File: config.mk
export PLATFORM = sky130hd
export DESIGN_NAME = bus_hold_ctrl
export DESIGN_NICKNAME = d
export VERILOG_FILES = /design/src/rtl/bus_hold_pkg.sv /design/src/rtl/hold_sync.sv /design/src/rtl/req_gate.sv /design/src/rtl/handover_fsm.sv /design/src/rtl/bus_hold_ctrl.sv
export SDC_FILE = /design/constraint.sdc
export NUM_CORES = 1
export LEC_CHECK = 0
export ABC_AREA = 1
export BUFFER_PORTS_ARGS = -buffer_cell sky130_fd_sc_hd__clkbuf_2
export CAP_MARGIN = 25
export CORE_MARGIN = 2
export CORE_UTILIZATION = 29
export CTS_CLUSTER_DIAMETER = 100
export CTS_CLUSTER_SIZE = 10
export DETAILED_ROUTE_END_ITERATION = 16
export HOLD_SLACK_MARGIN = 0.02
export PLACE_DENSITY = 0.85
export REMOVE_ABC_BUFFERS = 1
export SLEW_MARGIN = 20
export SYNTH_ARGS = -nofsm -noshare
export SYNTH_HDL_FRONTEND = slang
export SYNTH_SLANG_ARGS = --single-unit
File: constraint.sdc
create_clock -name clk -period 1.3 [get_ports clk]
set_input_delay 0.195 -clock clk [delete_from_list [all_inputs] [get_ports clk]]
set_output_delay 0.195 -clock clk [all_outputs]
set_load 0.02 [all_outputs]
File: src/rtl/bus_hold_pkg.sv
package bus_hold_pkg;
  typedef enum logic [1:0] {
    ST_OWN     = 2'd0,
    ST_DRAIN   = 2'd1,
    ST_GRANT   = 2'd2,
    ST_RELEASE = 2'd3
  } own_state_e;
endpackage

File: src/rtl/hold_sync.sv
module hold_sync #(
  parameter int STAGES = 2
) (
  input  logic clk,
  input  logic rst_n,
  input  logic async_in,
  output logic sync_out
);
  logic [STAGES-1:0] chain_q;

  always_ff @(posedge clk or negedge rst_n) begin
    if (!rst_n) chain_q <= '0;
    else        chain_q <= {chain_q[STAGES-2:0], async_in};
  end

  assign sync_out = chain_q[STAGES-1];
endmodule

File: src/rtl/req_gate.sv
module req_gate #(
  parameter int ADDR_W = 32,
  parameter int DATA_W = 32
) (
  input  logic              clk,
  input  logic              rst_n,
  input  logic              stall,
  input  logic              req_valid,
  output logic              req_ready,
  input  logic [ADDR_W-1:0] req_addr,
  input  logic [DATA_W-1:0] req_wdata,
  input  logic              req_write,
  output logic              bus_valid,
  input  logic              bus_ready,
  output logic [ADDR_W-1:0] bus_addr,
  output logic [DATA_W-1:0] bus_wdata,
  output logic              bus_write,
  output logic              launch_q
);
  logic xfer;

  // Pass-through channel, closed while stalled.
  assign bus_valid = req_valid & ~stall;
  assign req_ready = bus_ready & ~stall;
  assign bus_addr  = req_addr;
  assign bus_wdata = req_wdata;
  assign bus_write = req_write;
  assign xfer      = bus_valid & bus_ready;

  // Covers the gap before the bus interface raises its busy flag.
  always_ff @(posedge clk or negedge rst_n) begin
    if (!rst_n) launch_q <= 1'b0;
    else        launch_q <= xfer;
  end

  p_stall_blocks_r6: assert property (@(posedge clk) disable iff (!rst_n)
    stall |-> (!bus_valid && !req_ready));
endmodule

File: src/rtl/handover_fsm.sv
module handover_fsm
  import bus_hold_pkg::*;
(
  input  logic clk,
  input  logic rst_n,
  input  logic hold_s,
  input  logic cyc_busy,
  input  logic cyc_done,
  input  logic launch_q,
  output logic hold_ack,
  output logic stall,
  output logic drv_en_nxt
);
  own_state_e state_q, state_d;
  logic       in_flight;

  // A cycle counts as open if just launched or busy without its final beat.
  assign in_flight = launch_q | (cyc_busy & ~cyc_done);

  always_comb begin
    state_d = state_q;
    unique case (state_q)
      ST_OWN:     if (hold_s) state_d = in_flight ? ST_DRAIN : ST_GRANT;
      ST_DRAIN:   if (!hold_s)       state_d = ST_OWN;
                  else if (cyc_done) state_d = ST_GRANT;
      ST_GRANT:   if (!hold_s) state_d = ST_RELEASE;
      ST_RELEASE: state_d = ST_OWN;
      default:    state_d = ST_OWN;
    endcase
  end

  always_ff @(posedge clk or negedge rst_n) begin
    if (!rst_n) begin
      state_q  <= ST_OWN;
      hold_ack <= 1'b0;
    end else begin
      state_q  <= state_d;
      hold_ack <= (state_d == ST_GRANT);
    end
  end

  assign stall      = hold_s | (state_q != ST_OWN);
  assign drv_en_nxt = (state_d == ST_OWN) || (state_d == ST_DRAIN);

  p_ack_needs_hold_r2: assert property (@(posedge clk) disable iff (!rst_n)
    $rose(hold_ack) |-> $past(hold_s));
  p_no_mid_cycle_r4: assert property (@(posedge clk) disable iff (!rst_n)
    $rose(hold_ack) |-> $past(cyc_done || !cyc_busy));
  p_ack_stalls_r6: assert property (@(posedge clk) disable iff (!rst_n)
    hold_ack |-> stall);
endmodule

File: src/rtl/bus_hold_ctrl.sv
module bus_hold_ctrl #(
  parameter int ADDR_W      = 32,
  parameter int DATA_W      = 32,
  parameter int N_OE        = 4,
  parameter int SYNC_STAGES = 2
) (
  input  logic              clk,
  input  logic              rst_n,
  input  logic              hold_req,
  input  logic              cyc_busy,
  input  logic              cyc_done,
  input  logic              req_valid,
  output logic              req_ready,
  input  logic [ADDR_W-1:0] req_addr,
  input  logic [DATA_W-1:0] req_wdata,
  input  logic              req_write,
  output logic              bus_valid,
  input  logic              bus_ready,
  output logic [ADDR_W-1:0] bus_addr,
  output logic [DATA_W-1:0] bus_wdata,
  output logic              bus_write,
  output logic              hold_ack,
  output logic              stall,
  output logic [N_OE-1:0]   drv_oe
);
  localparam logic [N_OE-1:0] OE_ALL = {N_OE{1'b1}};

  logic hold_s, launch_q, drv_en_nxt;

  hold_sync #(.STAGES(SYNC_STAGES)) u_sync (
    .clk(clk), .rst_n(rst_n), .async_in(hold_req), .sync_out(hold_s)
  );

  handover_fsm u_fsm (
    .clk(clk), .rst_n(rst_n), .hold_s(hold_s), .cyc_busy(cyc_busy),
    .cyc_done(cyc_done), .launch_q(launch_q), .hold_ack(hold_ack),
    .stall(stall), .drv_en_nxt(drv_en_nxt)
  );

  req_gate #(.ADDR_W(ADDR_W), .DATA_W(DATA_W)) u_gate (
    .clk(clk), .rst_n(rst_n), .stall(stall),
    .req_valid(req_valid), .req_ready(req_ready), .req_addr(req_addr),
    .req_wdata(req_wdata), .req_write(req_write),
    .bus_valid(bus_valid), .bus_ready(bus_ready), .bus_addr(bus_addr),
    .bus_wdata(bus_wdata), .bus_write(bus_write), .launch_q(launch_q)
  );

  // One enable flop per pin group keeps fanout local to each group.
  for (genvar g = 0; g < N_OE; g++) begin : g_oe
    always_ff @(posedge clk or negedge rst_n) begin
      if (!rst_n) drv_oe[g] <= 1'b1;
      else        drv_oe[g] <= drv_en_nxt;
    end
  end

  p_ack_hiz_r5: assert property (@(posedge clk) disable iff (!rst_n)
    hold_ack |-> (drv_oe == '0));
  p_gap_first_r7: assert property (@(posedge clk) disable iff (!rst_n)
    $fell(hold_ack) |-> (drv_oe == '0));
  p_gap_then_drive_r7: assert property (@(posedge clk) disable iff (!rst_n)
    $fell(hold_ack) |=> (drv_oe == OE_ALL));
endmodule

==> results.md <==
* IO Port Bufs at 14
* Post-synth cell types at 10
* Core area at 2710 µm²
* Setup CP Type: flip-flop to primary output
* Max cap viols at 0
* Period minus WS final at 1340 ps
* Final Cycle Share at 103%
* P_sw at 0.000452 W
* Initial core utilization at 30.2%
* Tot Pwr at 0.00109 W
* CTS tree: yes
* Pin count of the biggest net entering global routing at 8
* Leak pwr at 0.274 nW
* Clock power share at 17.2%
* Die footprint at 3270 µm²
* Fin area at 490 µm²
* Sequential Power Share at 31.9%
* Logic pwr share at 50.9%
* Outcome: complete, but fails checks
* 1st-pass router iterations at 4
* Commonest cells after routing, fill and taps aside: clkbuf_2 (12), nand2_1 (10), inv_1 (8), dfrtp_1 (6)
* VDD IR max at 1070 µV
* HPWL Detailed at 5190 µm
* Root buffer cell: clkbuf_4
* Vias at 462
* Area Overhead vs Synth at -40.2%
* CP Capture Type: primary output
* Total grt overflow at 0
* Clock sinks at 7
* Cells after Synth at 107
* RePlAce Congestion at 1.19
* Die width at 57.2 µm
* PwrDens at 2220 nW/µm²
* Failing checks: negative setup slack
* Register area share after synthesis at 21.5%
* Layout cells sized above 1 at 45.9%
* Final Max Slew Viols at 0
* Global-route wire length before repair at 6220 µm
* # setup viols final at 2
* H-tree depth at 1
* Critical path data required time at 1110 ps
* Clock transition time at the flip-flop clock pins of the worst setup and hold paths at 50 ps
* RSZ-0062 raised after global routing: true
* Avg Cell Area, Syn at 7.66 µm²
* Final WS setup at -42.4 ps
* Most common cell after layout, fill and taps aside: clkbuf_2
* Vias/cell at 5.02
* Die Y at 57.2 µm
* Crit-path max FO at 4
* Total CTS buffers at 3
* Placed Area at 418 µm²
* Worst EP arrival at 1150 ps
* Fillers at 319
* Initial antenna violation count at 0
* GRT Overall Usage at 32.6%
* Antenna diodes at 0
* Class of the worst hold path: primary input to flip-flop
* Multi-input logic area at 104 µm²
* Clock latency at the later pin of the worst-skew pair at 240 ps
* Vias in the first global route at 409
* Crit start category: flip-flop
* Sw Share at 41.5%
* Post-Syn Area at 820 µm²
* Peak Freq at 745 MHz
* Clock buffer depth at 2
* P_int at 0.000637 W
* FF+latch area at 176 µm²
* FF+latch count, synth at 7
* Layout Skew at 2.53 ps
* Hold Fails Final Rpt at 0
* Tightest Pin Transition at 166 ps
* # IOs at 145
* Synth warn at 0
* Final ANT Viol Nets at 0
* Avg WL per Cell at 58.7 µm
* Row cnt at 19
* DR iter-0 viols at 13
* Slew HR at 88.8%
* Total Wirelength at 5400 µm
* DRC viols at 0
* Final net count at 134
[power groups by stage]
| stage | Clock (W) | Combinational [W] | Sequential [W] |
|---|---|---|---|
| 4_1_cts | 0.000199 | 0.000515 | 0.000349 |
| 3_5_place_dp | 0 | 0.000443 | 0.000358 |
| 5_1_grt | 0.000212 | 0.000608 | 0.000355 |
| 3_3_place_gp | 0 | 0.000439 | 0.000354 |
| 2_1_floorplan | 0 | 0.000200 | 0.000458 |
| 6_report | 0.000188 | 0.000554 | 0.000348 |
[cells by family after synthesis]
family                 count (synthesis)  synth area share (%)
buffers and inverters                 77                  66.4
DFF                                    7                  21.5
and+or+nand+nor                       23                  12.1
[critical path, cell delays in order (launching register included)]
cell and delay [ps]:
dfrtp_1 400, nor2_2 150, nand2_2 100, nor2_2 120, buf_6 130
[through the flow]
stage	cells	setup TNS (ps)	setup slack (ps)	hold slack, ps	util (%)
floorplan	39	0	53.2	-101	-
global placement	84	0	209	31.1	15.4
detailed placement	84	0	169	36.8	15.4
CTS	91	-55.2	-34.0	50.6	17.6
global route	92	-350	-152	43.6	18.1
finish	92	-80.0	-42.4	58.3	18.1
[layer usage]
layer	track usage (%)	vias up	routed length [µm]
li1	-	154	-
met1	6.75	185	476
met2	60.8	107	2960
met3	50.3	16	1670
met4	16.9	0	295
met5	1.59	-	0
[path summary, 6_finish.rpt]
path / endpoint / from / slack, ps / cells after the start
worst min register to register: u_sync.chain_q[1] / u_sync.chain_q[0] / 350 / 0
worst max register to register: u_fsm.hold_ack / u_fsm.state_q[0] / 150 / 7
min in group asynchronous: u_fsm.hold_ack / rst_n / 320 / 2
worst max-delay path: bus_valid / u_fsm.state_q[0] / -40 / 4
worst min-delay path: u_sync.chain_q[0] / hold_req / 60 / 1
max in group asynchronous: drv_oe[1] / rst_n / 750 / 2
[cells in the mapped netlist, drive strengths merged]
cell    n  area share (%)
dfrtp   6              18
nor2   10             5.8
dfstp   1             3.2
buf    68              62
nand2  11             5.0
inv     9             4.1
nand3   1            0.61
nor3    1            0.61
[state kept, by name, summed over array words and instances, names as in the netlist]
name	cells
u_fsm.state_q	2
u_sync.chain_q	2
drv_oe	1
u_fsm.hold_ack	1
u_gate.launch_q	1
[cell type report]
cell class                 instances  share of cell area (%)
sequential                         7                    36.0
timing repair buffer              18                    22.7
multi-input combinational         23                    21.2
tap                               31                    7.91
inverter                           9                    6.89
clock buffer                       4                    5.36
[timing repair]
item / in CTS / in global routing
pin swaps: 1 / 1
hold buffers: 1 / 0
resized for setup: 3 / 4
endpoints found under the setup margin: 2 / 2
endpoints found under the hold margin: 7 / 0
setup buffers: 2 / 1
Power figures use the tool's default switching activity.
